`config.mk`:
```
export PLATFORM = sky130hd
export DESIGN_NAME = link_window_meter
export DESIGN_NICKNAME = d
export VERILOG_FILES = /design/src/rtl/lwm_pkg.sv /design/src/rtl/lwm_ctrl.sv /design/src/rtl/lwm_datapath.sv /design/src/rtl/link_window_meter.sv
export SDC_FILE = /design/constraint.sdc
export NUM_CORES = 1
export LEC_CHECK = 0
export BUFFER_PORTS_ARGS = -buffer_cell sky130_fd_sc_hd__buf_2
export CAP_MARGIN = 20
export CELL_PAD_IN_SITES_DETAIL_PLACEMENT = 1
export CELL_PAD_IN_SITES_GLOBAL_PLACEMENT = 1
export CORE_ASPECT_RATIO = 0.5
export CORE_MARGIN = 3
export CORE_UTILIZATION = 50
export DETAILED_ROUTE_END_ITERATION = 8
export GPL_TIMING_DRIVEN = 0
export PLACE_DENSITY_LB_ADDON = 0.1
export SYNTH_ARGS = -nofsm -noshare
export SYNTH_HDL_FRONTEND = slang
export SYNTH_SLANG_ARGS = --single-unit
```
`constraint.sdc`:
```
create_clock -name clk -period 17.1 [get_ports clk]
set_clock_uncertainty 0.1 [all_clocks]
set_input_delay 3.42 -clock clk [delete_from_list [all_inputs] [get_ports clk]]
set_output_delay 3.42 -clock clk [all_outputs]
set_load 0.05 [all_outputs]
```
`src/rtl/lwm_pkg.sv`:
```
package lwm_pkg;
  localparam logic [7:0] ADDR_CTRL = 8'h10;
  localparam logic [7:0] ADDR_LOW  = 8'h14;
  localparam logic [7:0] ADDR_HIGH = 8'h18;

  localparam int ST_L0 = 0, ST_TXL0S = 1, ST_RXL0S = 2, ST_L1 = 3;
  localparam int ST_L11 = 4, ST_L12 = 5, ST_CFG = 6, ST_AUX = 7;

  typedef struct packed {
    logic clearAcc;
    logic accumulate;
    logic snapLow;
  } lwmCmd_t;

  // Window length in microseconds; 0 means manual mode
  function automatic logic [31:0] durMicros(input logic [7:0] code);
    case (code)
      8'h01:   return 32'd1000;
      8'h02:   return 32'd10000;
      8'h03:   return 32'd100000;
      8'h04:   return 32'd1000000;
      8'h05:   return 32'd2000000;
      8'h06:   return 32'd4000000;
      8'hFF:   return 32'd4;
      default: return 32'd0;
    endcase
  endfunction
endpackage

```
`src/rtl/lwm_ctrl.sv`:
```
module lwm_ctrl
  import lwm_pkg::*;
#(
  parameter int CYCLES_PER_US = 125,
  parameter int TIMER_W = 40
) (
  input  logic          clk,
  input  logic          rstN,
  input  logic          regWrEn,
  input  logic          regRdEn,
  input  logic [7:0]    regAddr,
  input  logic [31:0]   regWrData,
  output lwmCmd_t       cmd,
  output logic [31:0]   ctrlWord,
  output logic [7:0]    activeSel,
  output logic          running,
  output logic          done
);
  logic [7:0]         selQ, durQ;
  logic               runQ, doneQ;
  logic [TIMER_W-1:0] timerQ, target;
  logic [31:0]        windowUs;
  logic               wrCtrl, startReq, stopReq, timed, lastTick;
  logic               unusedWrBits;

  assign unusedWrBits = ^{regWrData[23:16], regWrData[7:1]};

  assign wrCtrl   = regWrEn && (regAddr == ADDR_CTRL);
  assign startReq = wrCtrl && regWrData[0] && !runQ;
  assign stopReq  = wrCtrl && !regWrData[0] && runQ;
  assign windowUs = durMicros(durQ);
  assign timed    = (windowUs != 32'd0);
  assign target   = TIMER_W'(windowUs) * TIMER_W'(CYCLES_PER_US);
  assign lastTick = runQ && timed && (timerQ == target - TIMER_W'(1));

  always_ff @(posedge clk) begin
    if (!rstN) begin
      selQ   <= '0;
      durQ   <= '0;
      runQ   <= 1'b0;
      doneQ  <= 1'b0;
      timerQ <= '0;
    end else begin
      if (wrCtrl && !runQ) begin
        selQ <= regWrData[31:24];
        durQ <= regWrData[15:8];
      end
      if (startReq) begin
        runQ   <= 1'b1;
        doneQ  <= 1'b0;
        timerQ <= '0;
      end else if (stopReq) begin
        runQ <= 1'b0;
      end else if (runQ) begin
        timerQ <= timerQ + TIMER_W'(1);
        if (lastTick) begin
          runQ  <= 1'b0;
          doneQ <= 1'b1;
        end
      end
    end
  end

  always_comb begin
    cmd.clearAcc   = startReq;
    cmd.accumulate = runQ;
    cmd.snapLow    = regRdEn && (regAddr == ADDR_HIGH);
  end

  assign ctrlWord  = {selQ, 8'h00, durQ, 6'b0, doneQ, runQ};
  assign activeSel = selQ;
  assign running   = runQ;
  assign done      = doneQ;
endmodule

```
`src/rtl/lwm_datapath.sv`:
```
module lwm_datapath
  import lwm_pkg::*;
#(
  parameter int CHUNK_W = 4,
  parameter int RESULT_W = 64
) (
  input  logic                clk,
  input  logic                rstN,
  input  lwmCmd_t             cmd,
  input  logic [7:0]          sel,
  input  logic [7:0]          linkState,
  input  logic [CHUNK_W-1:0]  txChunks,
  input  logic [CHUNK_W-1:0]  rxChunks,
  output logic [RESULT_W-1:0] result,
  output logic [31:0]         lowSnap
);
  logic [RESULT_W-1:0] accQ, inc;
  logic [31:0]         snapQ;
  logic                hit;

  always_comb begin
    hit = 1'b0;
    case (sel)
      8'h00: hit = 1'b1;
      8'h01: hit = linkState[ST_TXL0S];
      8'h02: hit = linkState[ST_RXL0S];
      8'h03: hit = linkState[ST_L0];
      8'h04: hit = linkState[ST_L1];
      8'h05: hit = linkState[ST_L11];
      8'h06: hit = linkState[ST_L12];
      8'h07: hit = linkState[ST_CFG];
      8'h08: hit = linkState[ST_TXL0S] && linkState[ST_RXL0S];
      8'h09: hit = linkState[ST_AUX];
      default: hit = 1'b0;
    endcase
    case (sel)
      8'h20:   inc = RESULT_W'(txChunks);
      8'h21:   inc = RESULT_W'(rxChunks);
      default: inc = RESULT_W'(hit);
    endcase
  end

  always_ff @(posedge clk) begin
    if (!rstN) begin
      accQ  <= '0;
      snapQ <= '0;
    end else begin
      if (cmd.clearAcc)        accQ <= '0;
      else if (cmd.accumulate) accQ <= accQ + inc;
      if (cmd.snapLow)         snapQ <= accQ[31:0];
    end
  end

  assign result  = accQ;
  assign lowSnap = snapQ;
endmodule

```
`src/rtl/link_window_meter.sv`:
```
module link_window_meter
  import lwm_pkg::*;
#(
  parameter int CYCLES_PER_US = 125,
  parameter int CHUNK_W = 4
) (
  input  logic               clk,
  input  logic               rstN,
  input  logic               regWrEn,
  input  logic               regRdEn,
  input  logic [7:0]         regAddr,
  input  logic [31:0]        regWrData,
  output logic [31:0]        regRdData,
  input  logic [7:0]         linkState,
  input  logic [CHUNK_W-1:0] txChunks,
  input  logic [CHUNK_W-1:0] rxChunks
);
  localparam int RESULT_W = 64;
  localparam int TIMER_W  = 40;

  lwmCmd_t             cmd;
  logic [31:0]         ctrlWord, lowSnap;
  logic [7:0]          activeSel;
  logic                running, done;
  logic [RESULT_W-1:0] result;

  lwm_ctrl #(.CYCLES_PER_US(CYCLES_PER_US), .TIMER_W(TIMER_W)) u_ctrl (
    .clk(clk), .rstN(rstN), .regWrEn(regWrEn), .regRdEn(regRdEn),
    .regAddr(regAddr), .regWrData(regWrData), .cmd(cmd),
    .ctrlWord(ctrlWord), .activeSel(activeSel), .running(running), .done(done)
  );

  lwm_datapath #(.CHUNK_W(CHUNK_W), .RESULT_W(RESULT_W)) u_dp (
    .clk(clk), .rstN(rstN), .cmd(cmd), .sel(activeSel),
    .linkState(linkState), .txChunks(txChunks), .rxChunks(rxChunks),
    .result(result), .lowSnap(lowSnap)
  );

  always_comb begin
    case (regAddr)
      ADDR_CTRL: regRdData = ctrlWord;
      ADDR_LOW:  regRdData = lowSnap;
      ADDR_HIGH: regRdData = result[63:32];
      default:   regRdData = 32'h0;
    endcase
  end
endmodule

```
==> key figures <==
Yosys
  – Netlist cell types: 80
  – Synthesized flop and latch total: 154
  – Sequential share of the synthesized area: 25.2%
  – Mapped Area: 12200 µm²
  – Syn_area_per_cell: 8.02 µm²
  – Share of flip-flops with an asynchronous set or reset: 0%
  – Warnings from Yosys: 0
  – Synthesized instance count: 1526
  – Main synth FF type: dfxtp_1
  – Post-synth EDFFs: 0

Layout
  – FILL cells: 2930
  – Net count, final: 1820
  – Layout cells sized above 1: 9.09%
  – Synth-to-layout area growth: 11.4%
  – Count of non-filler cells in the finished layout: 1947

Die
  – Die W: 227 µm
  – Die Area: 26500 µm²
  – Cell Rows: 39
  – I/O pin total: 92
  – Core Area: 23400 µm²
  – Starting density of the core: 52.2%
  – Die Y: 117 µm

Setup path
  – CP Capture Type: output pin
  – CP Max Fanout: 10
  – CP Class: in2out
  – Nature of the critical path startpoint: input port
  – Critical Path AT: 6.61 ns
  – Critical Path RT: 13.58 ns

Power and ir drop
  – P_leak: 5.68 nW
  – Power per cell area: 57.6 nW/µm²
  – Peak supply drop: 0.0709 mV

STA
  – Fin. max-slew vios: 0
  – Setup violators final: 0
  – Fmax: 98.7 MHz
  – Hold Violations, Final: 0
  – Relative slew slack: 21.2%
  – Final period util: 59.2%
  – Worst-margin pin slew: 1.18 ns
  – Unrepaired setup endpoints after global routing: false
  – TNS Setup: 0 ns
  – Period minus WS final: 10.13 ns

Worst hold path
  – Hold Crit Class: reg2reg

Placement
  – Routability cong.: 0.928
  – Placed wire-length estimate: 30.1 mm
  – IO Port Bufs: 76
  – Placed cell count: 1913

Routing
  – DRT Pass-1 Iters: 5
  – Drt via density: 5.88
  – Starting DRT DRC Count: 772
  – Vias: 11400
  – Post-route ant nets: 0
  – Wirelength, routed: 38.6 mm
  – DRC: 0
  – WL/cell: 19.8 µm

Global routing
  – Pin count of the biggest net entering global routing: 17
  – Vias in the first global route: 12000
  – Initial antenna violation count: 3
  – First-pass GRT wire length: 61.8 mm
  – Overflow after GRT: 0
  – Total Routing Usage GR: 29.4%

CTS
  – Clock buffer count from CTS: 17
  – TritonCTS clock tree: built
  – H-tree levels: 4
  – Clk_lat worst skew: 0.44 ns
  – CTS Hold Bufs: 0
  – Clock sink count: 154
  – Clk root buf: clkbuf_16
  – CTS resizes: 0
  – Clock-pin slew on the worst setup and hold paths: 0.06 ns
  – Clock buffer depth: 2
  – Post-CTS Setup Inserts: 0

Status
  – Status: finished, final reports clean

Flow run
  – Max_cap viols: 0
## logic make-up (layout without fill, tap and decap cells)
| kind of cell | after synthesis | after routing | share of synthesized area (%) |
|---|---|---|---|
| xor gates and xnor gates | 125 | 125 | 9.18 |
| adders and majority gates | 133 | 133 | 17.2 |
| other | 2 | 4 | 0.0614 |
| and+or+nand+nor | 633 | 633 | 24.9 |
| DFF | 154 | 154 | 25.2 |
| muxes | 37 | 37 | 3.06 |
| buffers and inverters | 169 | 281 | 5.51 |
| AOI/OAI and AO/OA | 273 | 273 | 15.0 |
## final cells by class
cell class	instances	area, µm²	share of cell area (%)
well taps	307	384	2.82
flip-flops and latches	154	3080	22.6
plain buffers	69	299	2.19
diodes	1	2.50	0.0184
repair buffers	81	413	3.03
inverters	100	375	2.75
multi-input cells	1204	8480	62.2
clock inverters	6	86.3	0.634
clock buffers	25	505	3.71
## worst max-delay path, stage by stage
cell and delay, ns:
buf_2 0.10, nor4b_1 0.51, nand2_1 0.42, nor3b_1 1.05, clkbuf_1 0.56, a22o_1 0.26
buf_2 0.27
## sequential cells by signal (all words and copies together) (netlist names)
signal,count
u_dp.result,64
u_ctrl.timerQ,40
u_dp.lowSnap,32
u_ctrl.activeSel,8
u_ctrl.durQ,8
u_ctrl.done,1
u_ctrl.running,1
## cells in the final DEF (no fill, tap or decap), types with 11 or more instances in the layout
cell	count
nand4_1	36
xnor2_1	45
a22o_1	14
inv_1	100
nor3_1	20
and4_1	11
fa_1	58
mux2i_1	34
nand2_1	200
or3_1	29
nor4_1	15
dfxtp_1	154
buf_2	80
a21oi_1	65
a21boi_0	50
nand3_1	49
clkbuf_1	56
or2_2	11
o21ai_0	56
nor2_1	175
nand2b_1	12
ha_1	75
xor2_1	78
clkbuf_16	17
and3_1	21
## synth_stat cells (all sizes together) (50+ instances only)
cell    instances  area share, %
clkbuf         53            1.6
nand3          50            2.1
inv           100            3.1
a21boi         51            3.1
o21ai          60            2.5
a21oi          69            2.9
nand2         200            6.1
ha             75            7.7
dfxtp         154             25
xor2           78            5.6
fa             58            9.5
nor2          175            5.4
## through the flow
step | setup slack (ns) | power (W) | utilization [%] | hold slack (ns) | area, µm²
4_1_cts | 7.04 | 0.000785 | 58.1 | 0.372 | 13600
5_1_grt | 6.87 | 0.000804 | 58.2 | 0.386 | 13600
2_1_floorplan | 8.20 | 0.000392 | - | 0.337 | 12200
6_report | 6.97 | 0.000784 | 58.2 | 0.371 | 13600
3_3_place_gp | 7.18 | 0.000405 | 55.5 | 0.351 | 13000
3_5_place_dp | 7.06 | 0.000407 | 55.6 | 0.363 | 13000
## power breakdown
group / switching, W / internal, W / leakage, nW
Sequential: 0.0000000827 / 0.000359 / 1.24
Combinational: 0.0000253 / 0.0000154 / 4.15
Clock: 0.000151 / 0.000233 / 0.289
Total: 0.000177 / 0.000608 / 5.68
## worst paths after layout
check                                startpoint  cells past startpoint  slack, ns               to
worst max-delay path                 regAddr[5]                      7       6.97     regRdData[2]
worst min-delay path            u_dp.lowSnap[4]                      2       0.37  u_dp.lowSnap[4]
worst max register to register   u_ctrl.durQ[3]                     25       8.29   u_ctrl.running
worst min register to register  u_dp.lowSnap[4]                      2       0.37  u_dp.lowSnap[4]
## per-layer routing
| metal | routed length (µm) | part of all wire [%] | up-vias | GRT usage [%] |
|---|---|---|---|---|
| li1 | - | - | 5427 | - |
| met1 | 17000 | 44 | 5652 | 36.4 |
| met2 | 18800 | 49 | 269 | 51.9 |
| met3 | 1610 | 4.2 | 89 | 5.10 |
| met4 | 1140 | 3.0 | 2 | 11.1 |
| met5 | 13 | 0.034 | - | 0 |
Note: power is estimated with default switching activity, not from simulation.
